### src/rtl/mdio_mux_master.sv
module mdio_mux_master #(
  parameter int NBUS = 8,
  parameter int AW   = 10
) (
  input  logic            clk,
  input  logic            rst_n,
  input  logic            reg_wr,
  input  logic [AW-1:0]   reg_addr,
  input  logic [31:0]     reg_wdata,
  output logic [31:0]     reg_rdata,
  output logic            ext_master_block,
  output logic [NBUS-1:0] int_mdc,
  output logic [NBUS-1:0] int_mdio_o,
  output logic [NBUS-1:0] int_mdio_oe,
  input  logic [NBUS-1:0] int_mdio_i,
  output logic [NBUS-1:0] ext_mdc,
  output logic [NBUS-1:0] ext_mdio_o,
  output logic [NBUS-1:0] ext_mdio_oe,
  input  logic [NBUS-1:0] ext_mdio_i
);
  localparam logic [AW-1:0] A_REXT = AW'('h000);
  localparam logic [AW-1:0] A_RINT = AW'('h004);
  localparam logic [AW-1:0] A_SCAN = AW'('h008);
  localparam logic [AW-1:0] A_PARM = AW'('h23C);
  localparam logic [AW-1:0] A_RDAT = AW'('h240);
  localparam logic [AW-1:0] A_ADDR = AW'('h244);
  localparam logic [AW-1:0] A_CTRL = AW'('h248);
  localparam logic [AW-1:0] A_STAT = AW'('h24C);

  logic [31:0] rate_ext, rate_int, scan, param, addr_r;
  logic [15:0] rd_r, rx;
  logic        running, done, grp, rdf, rdsave, pend, mdc;
  logic [2:0]  bid;
  logic [5:0]  bitcnt;
  logic [63:0] frm, frm2;
  logic [24:0] cnt, prod, half;

  wire [31:0] rsel = grp ? rate_int : rate_ext;
  assign prod = 25'(rsel[15:0]) * 25'({1'b0, rsel[23:16]} + 9'd1);
  assign half = (prod == '0) ? 25'd1 : prod;

  wire wr_ctrl = reg_wr && reg_addr == A_CTRL;
  wire start   = wr_ctrl && !running && (reg_wdata == 32'd1 || reg_wdata == 32'd2);
  wire clr     = wr_ctrl && reg_wdata == 32'd0;
  wire isrd    = reg_wdata[1];
  wire c45     = param[21];

  wire [4:0]  ra    = c45 ? addr_r[20:16] : addr_r[4:0];
  wire [15:0] wdat  = isrd ? 16'h0 : param[15:0];
  wire [63:0] f_c22  = {32'hFFFF_FFFF, 2'b01, isrd ? 2'b10 : 2'b01, param[20:16], ra, 2'b10, wdat};
  wire [63:0] f_c45a = {32'hFFFF_FFFF, 4'b0000, param[20:16], ra, 2'b10, addr_r[15:0]};
  wire [63:0] f_c45b = {32'hFFFF_FFFF, 2'b00, isrd ? 2'b11 : 2'b01, param[20:16], ra, 2'b10, wdat};

  wire mdio_in = grp ? int_mdio_i[bid] : ext_mdio_i[bid];
  wire oe      = !(rdf && bitcnt >= 6'd46);

  always_ff @(posedge clk) begin
    if (!rst_n) begin
      rate_ext <= '0; rate_int <= '0; scan <= '0; param <= '0; addr_r <= '0;
      rd_r <= '0; rx <= '0; running <= 1'b0; done <= 1'b0; grp <= 1'b0;
      rdf <= 1'b0; rdsave <= 1'b0; pend <= 1'b0; mdc <= 1'b0; bid <= '0;
      bitcnt <= '0; frm <= '0; frm2 <= '0; cnt <= '0;
    end else begin
      if (reg_wr) begin
        case (reg_addr)
          A_REXT: rate_ext <= reg_wdata;
          A_RINT: rate_int <= reg_wdata;
          A_SCAN: scan     <= reg_wdata;
          A_PARM: param    <= reg_wdata;
          A_ADDR: addr_r   <= reg_wdata;
          default: ;
        endcase
      end
      if (running) begin
        if (cnt >= half - 25'd1) begin
          cnt <= '0;
          mdc <= ~mdc;
          if (!mdc) begin
            if (rdf && bitcnt >= 6'd48) rx <= {rx[14:0], mdio_in};
          end else begin
            frm    <= {frm[62:0], 1'b0};
            bitcnt <= bitcnt + 6'd1;
            if (bitcnt == 6'd63) begin
              if (pend) begin
                pend <= 1'b0;
                frm  <= frm2;
                rdf  <= rdsave;
              end else begin
                running <= 1'b0;
                done    <= 1'b1;
                if (rdf) rd_r <= rx;
              end
            end
          end
        end else begin
          cnt <= cnt + 25'd1;
        end
      end
      if (start) begin
        running <= 1'b1; done <= 1'b0; cnt <= '0; mdc <= 1'b0; bitcnt <= '0;
        grp <= param[25]; bid <= param[24:22]; pend <= c45;
        frm <= c45 ? f_c45a : f_c22; frm2 <= f_c45b;
        rdf <= c45 ? 1'b0 : isrd; rdsave <= isrd;
      end
      if (clr) begin
        running <= 1'b0; done <= 1'b0; mdc <= 1'b0;
      end
    end
  end

  for (genvar i = 0; i < NBUS; i++) begin : g_bus
    wire sel_i = running && int'(bid) == i;
    assign int_mdc[i]     = sel_i && grp && mdc;
    assign int_mdio_oe[i] = sel_i && grp && oe;
    assign int_mdio_o[i]  = sel_i && grp && frm[63];
    assign ext_mdc[i]     = sel_i && !grp && mdc;
    assign ext_mdio_oe[i] = sel_i && !grp && oe;
    assign ext_mdio_o[i]  = sel_i && !grp && frm[63];
  end

  assign ext_master_block = scan[28];

  always_comb begin
    case (reg_addr)
      A_REXT:  reg_rdata = rate_ext;
      A_RINT:  reg_rdata = rate_int;
      A_SCAN:  reg_rdata = scan;
      A_PARM:  reg_rdata = param;
      A_RDAT:  reg_rdata = {16'h0, rd_r};
      A_ADDR:  reg_rdata = addr_r;
      A_STAT:  reg_rdata = {31'h0, done};
      default: reg_rdata = 32'h0;
    endcase
  end

  a_r7_one_bus: assert property (@(posedge clk) disable iff (!rst_n)
    $onehot0({int_mdc, ext_mdc}));
  a_r7_quiet_when_done: assert property (@(posedge clk) disable iff (!rst_n)
    done |-> ({int_mdc, ext_mdc, int_mdio_oe, ext_mdio_oe} == '0));
  a_r2_clear: assert property (@(posedge clk) disable iff (!rst_n)
    clr |=> !done);
  a_r2_busy_not_done: assert property (@(posedge clk) disable iff (!rst_n)
    running |-> !done);
  a_r2_done_after_run: assert property (@(posedge clk) disable iff (!rst_n)
    $rose(done) |-> $past(running));
endmodule

### config.mk
export PLATFORM = sky130hd
export DESIGN_NAME = mdio_mux_master
export DESIGN_NICKNAME = d
export VERILOG_FILES = /design/src/rtl/mdio_mux_master.sv
export SDC_FILE = /design/constraint.sdc
export NUM_CORES = 1
export LEC_CHECK = 0
export ABC_AREA = 1
export BUFFER_PORTS_ARGS = -buffer_cell sky130_fd_sc_hd__buf_2
export CAP_MARGIN = 20
export CELL_PAD_IN_SITES_DETAIL_PLACEMENT = 0
export CELL_PAD_IN_SITES_GLOBAL_PLACEMENT = 1
export CORE_MARGIN = 2
export CORE_UTILIZATION = 40
export DETAILED_ROUTE_END_ITERATION = 6
export PLACE_DENSITY = 0.78
export SYNTH_ARGS = -nofsm -noshare
export SYNTH_HDL_FRONTEND = slang
export SYNTH_SLANG_ARGS = --single-unit
### constraint.sdc
create_clock -name clk -period 20.6 [get_ports clk]
set_clock_uncertainty 0.05 [all_clocks]
set_input_delay 4.12 -clock clk [delete_from_list [all_inputs] [get_ports clk]]
set_output_delay 4.12 -clock clk [all_outputs]
set_load 0.03 [all_outputs]
==> flow_metrics.env <==
export IMPL_fillCellCount=5280
export IMPL_fin_crit_sh_pct=55.9
export IMPL_hold_ws_ns=0.395
export IMPL_crit_type="register to register"
export IMPL_slowest_stage="xor2_2"
export IMPL_synth_top_cell_area_share_pct=31.4
export IMPL_drt_iter0_drc=1507
export IMPL_grt_max_degree=123
export IMPL_finalSetupViolations=0
export IMPL_drcViolationCount=7
export IMPL_power_frac_seq_pct=46.8
export IMPL_fin_ws_ns=9.08
export IMPL_total_power_mw=1.34
export IMPL_antennaDiodeCount=0
export IMPL_tns_ns=0
export IMPL_synth_cells=2947
export IMPL_postCtsHoldBufs=0
export IMPL_dp_slack_ns=8.75
export IMPL_grt_remaining_overflow=0
export IMPL_mostFrequentLayoutCell="nand2_1"
export IMPL_grt_pass1_wl_um=104000
export IMPL_required_ns=21.02
export IMPL_yosysWarnings=0
export IMPL_period_needed_ns=11.52
export IMPL_die_x_um=231
export IMPL_power_density_nw_per_um2=57.9
export IMPL_synth_area_leader_cell="dfxtp_1"
export IMPL_p_int_mw=1.03
export IMPL_rows=83
export IMPL_combinationalPowerShare_pct=3.2
export IMPL_cts_sinks=324
export IMPL_synthFlopType="dfxtp_1"
export IMPL_synth_area_leaders="dfxtp_1 (31%), nand2_1 (10%), fa_1 (9.6%)"
export IMPL_postCtsSetupRepairBufs=0
export IMPL_io_pins=142
export IMPL_syn_to_final_growth_pct=11.9
export IMPL_start_kind="register"
export IMPL_io_buffers=141
export IMPL_worstHoldStart="rx[15]"
export IMPL_routed_via_density=5.31
export IMPL_die_height_um=231
export IMPL_outcome="complete, but fails checks"
export IMPL_cp_arrival_ns=11.94
export IMPL_r2r_start="grp"
export IMPL_dr_total_vias=19800
export IMPL_violations="design-rule violations"
export IMPL_p_leak_nw=10.0
export IMPL_clk_pin_slew_ns=0.06
export IMPL_synthDistinctLibCells=52
export IMPL_synth_edf_count=0
export IMPL_hold_viol_final=0
export IMPL_multi_input_area_um2=12000
export IMPL_fmax_mhz=86.8
export IMPL_cp_startpoint="grp"
export IMPL_cts_tree="done"
export IMPL_seq_area_um2=6490
export IMPL_syn_area_um2=20600
export IMPL_ant_nets=0
export IMPL_grt_pass1_vias=19100
export IMPL_syn_area_per_cell_um2=7.00
export IMPL_grt_setup_unrepaired="no"
export IMPL_wire_per_inst_um=17.6
export IMPL_cts_max_level=2
export IMPL_synthArstFlopShare_pct=0
export IMPL_vdd_drop_max_mv=0.0752
export IMPL_clockPowerShare_pct=49.9
export IMPL_critPathCaptureType="register"
export IMPL_track_usage_pct=24.4
export IMPL_p_switching_mw=0.307
export IMPL_cap_viol_max_count=0
export IMPL_initial_utilization_pct=40.3
export IMPL_tightestPinTransition_ns=1.12
export IMPL_hpwl_um=47400
export IMPL_crit_fanout=46
export IMPL_coreArea_um2=51200
export IMPL_drt_pass1_iter_count=7
export IMPL_swShare_pct=23.0
export IMPL_clock_root_buffer="clkbuf_16"
export IMPL_cpPeakStageDelay_ns=0.75
export IMPL_cts_resized=0
export IMPL_antenna_found_initial=1
export IMPL_drt_total_wl_um=65400
export IMPL_numCtsBuffers=38
export IMPL_clkLatencyLatePin_ns=0.56
export IMPL_ys_ff_latch=324
export IMPL_drive_gt1_share_pct=9.54
export IMPL_layout_common_cells="nand2_1 (555), inv_1 (401), dfxtp_1 (323), a21oi_1 (317), nor2_1 (314)"
export IMPL_r2r_setup_slack_ns=9.08
export IMPL_routabilityCongestion=0.904
export IMPL_clockBufferDepth=3
export IMPL_yosysSeqAreaShare_pct=31.4
export IMPL_holdCritPathClass="register to register"
export IMPL_synth_nets=3182
export IMPL_timing_final_max_slew_violations=0
export IMPL_slew_headroom_pct=24.3
export IMPL_die_area_um2=53400
export IMPL_nets=3248
-- sequential cells by signal, summed over array words and instances, names as in the netlist, 25 cells and up --
name,flops
frm,64
scan,32
frm2,28
cnt,25
addr_r,32
param,32
rate_ext,32
rate_int,32
-- per-stage QoR --
step | instances | util, % | area (um^2)
floorplan | 2947 | - | 20600
global placement | 3648 | 42.6 | 21800
detailed placement | 3649 | 42.6 | 21800
CTS | 3716 | 45.0 | 23000
global route | 3720 | 45.1 | 23100
finish | 3720 | 45.1 | 23100
-- worst paths after layout --
check / to / cells past startpoint
max: frm[27] / 43
min: rx[15] / 2
max reg2reg: frm[27] / 43
min reg2reg: rx[15] / 2
-- final cells by class --
type	count	share of cell area, %
multi-input combinational	2065	52.1
sequential	324	28.1
inverter	416	6.76
clock buffer	53	4.67
timing repair buffer	168	4.12
tap	680	3.68
clock inverter	14	0.612
-- layer usage --
| metal | part of all wire [%] | routed length [um] | vias to the layer above | global-route usage (%) |
|---|---|---|---|---|
| met5 | 0 | 0 | - | 0 |
| met4 | 4.1 | 2710 | 0 | 10.4 |
| met3 | 6.0 | 3940 | 110 | 3.65 |
| met2 | 46 | 30000 | 602 | 39.4 |
| met1 | 44 | 28800 | 9308 | 32.3 |
| li1 | - | - | 9741 | - |
-- kinds of logic (layout without fill, tap and decap cells) --
logic type	Yosys count	in the layout	synth area share, %
and+or+nand+nor	1135	1135	23.3
buffers and inverters	558	651	10.4
DFF	324	324	31.4
xor gates and xnor gates	37	37	1.61
AOI/OAI and AO/OA	719	719	19.1
adders and majority gates	174	174	14.1
-- Yosys cell counts, types with 9 or more instances --
cell       instances
dfxtp_1          324
nand3b_1          11
a22oi_1            9
nor3_1            27
o21ai_0          281
a21oi_1          317
clkbuf_1         112
nor4_1            13
nor2_1           316
nand2_1          559
fa_1              99
inv_1            402
ha_1              75
nor2_2            15
xnor2_1           10
o22ai_1           13
a221oi_1          29
or2_2             14
nand3_1          120
o221ai_1          17
o2111ai_1          9
xor2_1            26
o211ai_1          18
nand4_1           34
buf_2             22
-- worst max-delay path: cells and delay by family (launching register included) --
family                   cells  cell delay (ns)
AO/OA/AOI/OAI                6             1.04
XOR/XNOR                     2             0.90
adder cells (fa/ha/maj)      7             2.93
buffers and inverters        5             1.70
flip-flops                   1             0.60
AND/OR/NAND/NOR             23             4.15
-- power by group through the flow --
stage | logic, mW | registers (mW) | clock network, mW
5_1_grt | 0.0479 | 0.627 | 0.704
6_report | 0.0433 | 0.627 | 0.668
2_1_floorplan | 0.0237 | 0.641 | 0
3_3_place_gp | 0.0422 | 0.641 | 0
4_1_cts | 0.0429 | 0.627 | 0.679
3_5_place_dp | 0.0428 | 0.641 | 0
Note: power is estimated with default switching activity, not from simulation.
